File: src/rtl/gpio_cmd_pkg.sv
package gpio_cmd_pkg;
    localparam int GPC_MAX_PINS = 8;
    localparam int GPC_WORD_W   = 32;
    localparam int GPC_DIR_BASE = 2 * GPC_MAX_PINS;

    function automatic int lvl_lo_bit(input int n);
        return 2 * n;
    endfunction

    function automatic int lvl_hi_bit(input int n);
        return 2 * n + 1;
    endfunction

    function automatic int dir_out_bit(input int n);
        return GPC_DIR_BASE + 2 * n;
    endfunction

    function automatic int dir_in_bit(input int n);
        return GPC_DIR_BASE + 2 * n + 1;
    endfunction
endpackage

File: src/rtl/gpio_cmd_decode.sv
module gpio_cmd_decode
    import gpio_cmd_pkg::*;
(
    input  logic                    wr_en,
    input  logic [GPC_WORD_W-1:0]   wr_data,
    output logic [GPC_MAX_PINS-1:0] drv_lo,
    output logic [GPC_MAX_PINS-1:0] drv_hi,
    output logic [GPC_MAX_PINS-1:0] mk_out,
    output logic [GPC_MAX_PINS-1:0] mk_in
);
    for (genvar n = 0; n < GPC_MAX_PINS; n++) begin : g_pin
        assign drv_lo[n] = wr_en & wr_data[lvl_lo_bit(n)];
        assign drv_hi[n] = wr_en & wr_data[lvl_hi_bit(n)];
        assign mk_out[n] = wr_en & wr_data[dir_out_bit(n)];
        assign mk_in[n]  = wr_en & wr_data[dir_in_bit(n)];
    end
endmodule

File: src/rtl/gpio_pin_state.sv
module gpio_pin_state #(
    parameter int NPINS = 8
) (
    input  logic             clk,
    input  logic             rst_n,
    input  logic [NPINS-1:0] drv_lo,
    input  logic [NPINS-1:0] drv_hi,
    input  logic [NPINS-1:0] mk_out,
    input  logic [NPINS-1:0] mk_in,
    output logic [NPINS-1:0] lvl_q,
    output logic [NPINS-1:0] dir_q
);
    typedef struct packed {
        logic [NPINS-1:0] lvl;
        logic [NPINS-1:0] dir;
    } pin_st_t;

    pin_st_t st_d, st_q;

    always_comb begin
        st_d     = st_q;
        st_d.lvl = (st_q.lvl & ~(drv_lo & ~drv_hi)) | (drv_hi & ~drv_lo);
        st_d.dir = (st_q.dir & ~(mk_in & ~mk_out)) | (mk_out & ~mk_in);
    end

    always_ff @(posedge clk or negedge rst_n) begin
        if (!rst_n) begin
            st_q <= '0;
        end else begin
            st_q <= st_d;
        end
    end

    assign lvl_q = st_q.lvl;
    assign dir_q = st_q.dir;
endmodule

File: src/rtl/gpio_in_sync.sv
module gpio_in_sync #(
    parameter int NPINS = 8
) (
    input  logic             clk,
    input  logic             rst_n,
    input  logic [NPINS-1:0] pad_in,
    output logic [NPINS-1:0] pad_sync
);
    typedef struct packed {
        logic [NPINS-1:0] meta;
        logic [NPINS-1:0] stab;
    } sync_t;

    sync_t sy_d, sy_q;

    always_comb begin
        sy_d.meta = pad_in;
        sy_d.stab = sy_q.meta;
    end

    always_ff @(posedge clk or negedge rst_n) begin
        if (!rst_n) begin
            sy_q <= '0;
        end else begin
            sy_q <= sy_d;
        end
    end

    assign pad_sync = sy_q.stab;
endmodule

File: src/rtl/gpio_cmd_bank.sv
module gpio_cmd_bank
    import gpio_cmd_pkg::*;
#(
    parameter int NPINS = 8
) (
    input  logic                  clk,
    input  logic                  rst_n,
    input  logic                  wr_en,
    input  logic [GPC_WORD_W-1:0] wr_data,
    output logic [GPC_WORD_W-1:0] rd_data,
    input  logic [NPINS-1:0]      pad_in,
    output logic [NPINS-1:0]      pad_out,
    output logic [NPINS-1:0]      pad_oe
);
    logic [GPC_MAX_PINS-1:0] lo_all, hi_all, out_all, in_all;
    logic [NPINS-1:0]        pad_sync;

    gpio_cmd_decode i_decode (
        .wr_en   (wr_en),
        .wr_data (wr_data),
        .drv_lo  (lo_all),
        .drv_hi  (hi_all),
        .mk_out  (out_all),
        .mk_in   (in_all)
    );

    if (NPINS < GPC_MAX_PINS) begin : g_narrow
        logic unused_cmds;
        assign unused_cmds = ^{lo_all[GPC_MAX_PINS-1:NPINS], hi_all[GPC_MAX_PINS-1:NPINS],
                               out_all[GPC_MAX_PINS-1:NPINS], in_all[GPC_MAX_PINS-1:NPINS]};
    end

    gpio_pin_state #(.NPINS(NPINS)) i_state (
        .clk    (clk),
        .rst_n  (rst_n),
        .drv_lo (lo_all[NPINS-1:0]),
        .drv_hi (hi_all[NPINS-1:0]),
        .mk_out (out_all[NPINS-1:0]),
        .mk_in  (in_all[NPINS-1:0]),
        .lvl_q  (pad_out),
        .dir_q  (pad_oe)
    );

    gpio_in_sync #(.NPINS(NPINS)) i_sync (
        .clk      (clk),
        .rst_n    (rst_n),
        .pad_in   (pad_in),
        .pad_sync (pad_sync)
    );

    always_comb begin
        rd_data = '0;
        for (int n = 0; n < NPINS; n++) begin
            rd_data[lvl_hi_bit(n)] = pad_sync[n];
        end
    end
endmodule

File: config.mk
export PLATFORM = sky130hd
export DESIGN_NAME = gpio_cmd_bank
export DESIGN_NICKNAME = d
export VERILOG_FILES = /design/src/rtl/gpio_cmd_pkg.sv /design/src/rtl/gpio_cmd_decode.sv /design/src/rtl/gpio_pin_state.sv /design/src/rtl/gpio_in_sync.sv /design/src/rtl/gpio_cmd_bank.sv
export SDC_FILE = /design/constraint.sdc
export NUM_CORES = 1
export LEC_CHECK = 0
export BUFFER_PORTS_ARGS = -buffer_cell sky130_fd_sc_hd__clkbuf_2
export CORE_AREA = 4 4 48 82
export CTS_CLUSTER_SIZE = 25
export DETAILED_ROUTE_END_ITERATION = 10
export DIE_AREA = 0 0 52 86
export HOLD_SLACK_MARGIN = 0.08
export PLACE_DENSITY = 0.76
export REMOVE_ABC_BUFFERS = 1
export SETUP_SLACK_MARGIN = 0.1
export SKIP_CTS_REPAIR_TIMING = 1
export SLEW_MARGIN = 25
export SYNTH_ARGS = -nofsm -noshare
export SYNTH_HDL_FRONTEND = slang
export SYNTH_SLANG_ARGS = --single-unit
File: constraint.sdc
create_clock -name clk -period 0.8 [get_ports clk]
set_input_delay 0.04 -clock clk [delete_from_list [all_inputs] [get_ports clk]]
set_output_delay 0.04 -clock clk [all_outputs]
set_load 0.01 [all_outputs]
==> impl_metrics.env <==
export IMPL_rsz0062_at_grt="true"
export IMPL_slew_viol_final=0
export IMPL_overflow=0
export IMPL_area_growth_pct=56.0
export IMPL_period_share=1.06
export IMPL_die_area_um2=4470
export IMPL_clkLatencyLatePin_ps=270
export IMPL_cp_buffers_inverters=1
export IMPL_core_area_um2=3330
export IMPL_drc=0
export IMPL_wl_per_cell_um=11.9
export IMPL_critPathRequiredTime_ps=760
export IMPL_antenna_found_initial=0
export IMPL_grt_max_degree=33
export IMPL_first_pass_iters=3
export IMPL_cts_root_buf="clkbuf_8"
export IMPL_pin_count=91
export IMPL_syn_cell_area_um2=1270
export IMPL_finalPower_w=0.00403
export IMPL_ir_drop_mv=1.64
export IMPL_path_delay_family="flip-flops"
export IMPL_io_buffers=66
export IMPL_initial_core_util=0.381
export IMPL_htree_levels=2
export IMPL_antenna_cells=0
export IMPL_vias_per_cell=4.33
export IMPL_drive_gt1_frac=0.431
export IMPL_grt_pass1_wl_um=4170
export IMPL_seq_area_frac_synth=0.632
export IMPL_critPathMaxFanout=3
export IMPL_die_y_um=86
export IMPL_tritoncts="done"
export IMPL_clockBufferDepth=2
export IMPL_ys_types=11
export IMPL_finClkSkew_ps=2.50
export IMPL_fmax_mhz=1180
export IMPL_slowest_stage="dfrtp_1"
export IMPL_drt_iter0_markers=3
export IMPL_rows=28
export IMPL_dp_hpwl_um=2090
export IMPL_ys_top_cells_by_area="dfrtp_1 63%, buf_4 15%, o21ai_1 7.9%"
export IMPL_finalSetupViolCount=21
export IMPL_cts_clk_slew_worst_paths_ps=60
export IMPL_status="complete, but fails checks"
export IMPL_holdCritPathClass="input pin to flip-flop"
export IMPL_postSynthAreaPerCell_um2=11.4
export IMPL_synth_seq_cells=32
export IMPL_p_per_area_nw_per_um2=2040
export IMPL_ys_warn_count=0
export IMPL_wl_um=3040
export IMPL_syn_inst=111
export IMPL_critPathLaunchType="flip-flop"
export IMPL_end_kind="output pin"
export IMPL_first_global_vias=963
export IMPL_critical_path_cell_chain="clkbuf_2"
export IMPL_routed_via_count=1109
export IMPL_numCtsBuffers=5
export IMPL_grt_usage=0.125
export IMPL_ant_nets=0
export IMPL_criticalPathCategory="flip-flop to output pin"
export IMPL_nets=253
export IMPL_fin_hold_ws_ps=-13.8
export IMPL_period_minus_slack_ps=848
export IMPL_finalHoldViolations=1
export IMPL_cap_violations=0
export IMPL_total_leakage_power_nw=0.972
export IMPL_fin_ws_ps=-48.2
export IMPL_dieWidth_um=52
export IMPL_gp_congestion=0.690
export IMPL_yosys_area_top_type="dfrtp_1"
export IMPL_synth_top_area_frac=0.632
export IMPL_cp_arrival_ps=810
export IMPL_cts_sinks=32
export IMPL_violations="hold timing, setup timing"
export IMPL_slowest_delay_ps=400
final timing paths:
path                                            start                      endpoint  cells after the start  slack [ps]
setup reg to reg           i_state.lvl_q[0]$_DFF_PN0_    i_state.lvl_q[0]$_DFF_PN0_                      3         -10
hold / removal                            wr_data[13]    i_state.lvl_q[6]$_DFF_PN0_                      3         -10
min in group asynchronous                       rst_n      i_sync.sy_d[4]$_DFF_PN0_                      3         270
max in group asynchronous                       rst_n    i_state.lvl_q[5]$_DFF_PN0_                      3         360
setup / recovery           i_state.dir_q[6]$_DFF_PN0_                     pad_oe[6]                      1         -50
hold reg to reg              i_sync.sy_d[2]$_DFF_PN0_  i_sync.pad_sync[2]$_DFF_PN0_                      0         350
layout by cell type, fill, tap and decap left out:
cell type and n:
clkbuf_2 65, dfrtp_1 32, o21ai_1 26, conb_1 24, dlygate4sd3_1 24, a21oi_2 10, a21oi_1 7, clkbuf_8 5
buf_4 5, o21ai_0 3, inv_1 1, nand2_1 1, nor2_1 1, inv_4 1, o21ai_2 1, clkbuf_1 1
bufinv_16 1, clkinv_2 1, buf_2 1, buf_12 1
area by class of cell:
class | instances | area (µm²)
fillers | 277 | 1350
repair buffers | 96 | 628
flip-flops and latches | 32 | 801
multi-input cells | 73 | 374
well taps | 45 | 56.3
clock buffers | 6 | 72.6
inverters | 2 | 10.0
clock inverters | 2 | 35.0
sequential cells by signal (all words and copies together), names as in the netlist:
register / flops
i_state.dir_q: 8
i_sync.pad_sync: 8
i_state.lvl_q: 8
i_sync.sy_d: 8
stage by stage:
stage               instances  utilization  worst slack, ps  area (µm²)  setup TNS, ps
floorplan                 107            -             97.9        1140              0
global placement          221        0.470              117        1570              0
detailed placement        221        0.470             87.7        1570              0
CTS                       229        0.503            -55.6        1670           -844
global route              256        0.594            -82.6        1980          -1580
finish                    256        0.594            -48.2        1980           -641
synthesized netlist by cell type:
| master | count |
|---|---|
| inv_1 | 1 |
| buf_4 | 25 |
| dfrtp_1 | 32 |
| o21ai_0 | 10 |
| a21oi_1 | 17 |
| conb_1 | 1 |
| buf_6 | 2 |
| nand2_1 | 1 |
| nor2_1 | 1 |
| o21ai_1 | 20 |
| inv_4 | 1 |
power by group:
group | total, W | internal [W] | switching (W)
registers | 0.00184 | 0.00176 | 0.0000838
clock network | 0.00148 | 0.000923 | 0.000556
logic | 0.000714 | 0.000351 | 0.000363
total | 0.00403 | 0.00303 | 0.00100
logic make-up (layout without fill, tap and decap cells):
kind of cell	count (synthesis)	in the layout	share of synthesized area
buffers and inverters	29	106	0.174
AND/OR/NAND/NOR	2	2	0.00592
flip-flops	32	32	0.632
AO/OA/AOI/OAI	47	47	0.186
other	1	24	0.00296
layer usage:
layer  global-route usage  part of all wire  wire length [µm]  up-vias
li1                     -                 -                 -      526
met1                0.128              0.34              1020      510
met2                0.223              0.55              1690       64
met3               0.0417             0.087               263        9
met4               0.0525             0.022                66        0
met5                    0                 0                 0        -
Power figures use the tool's default switching activity.
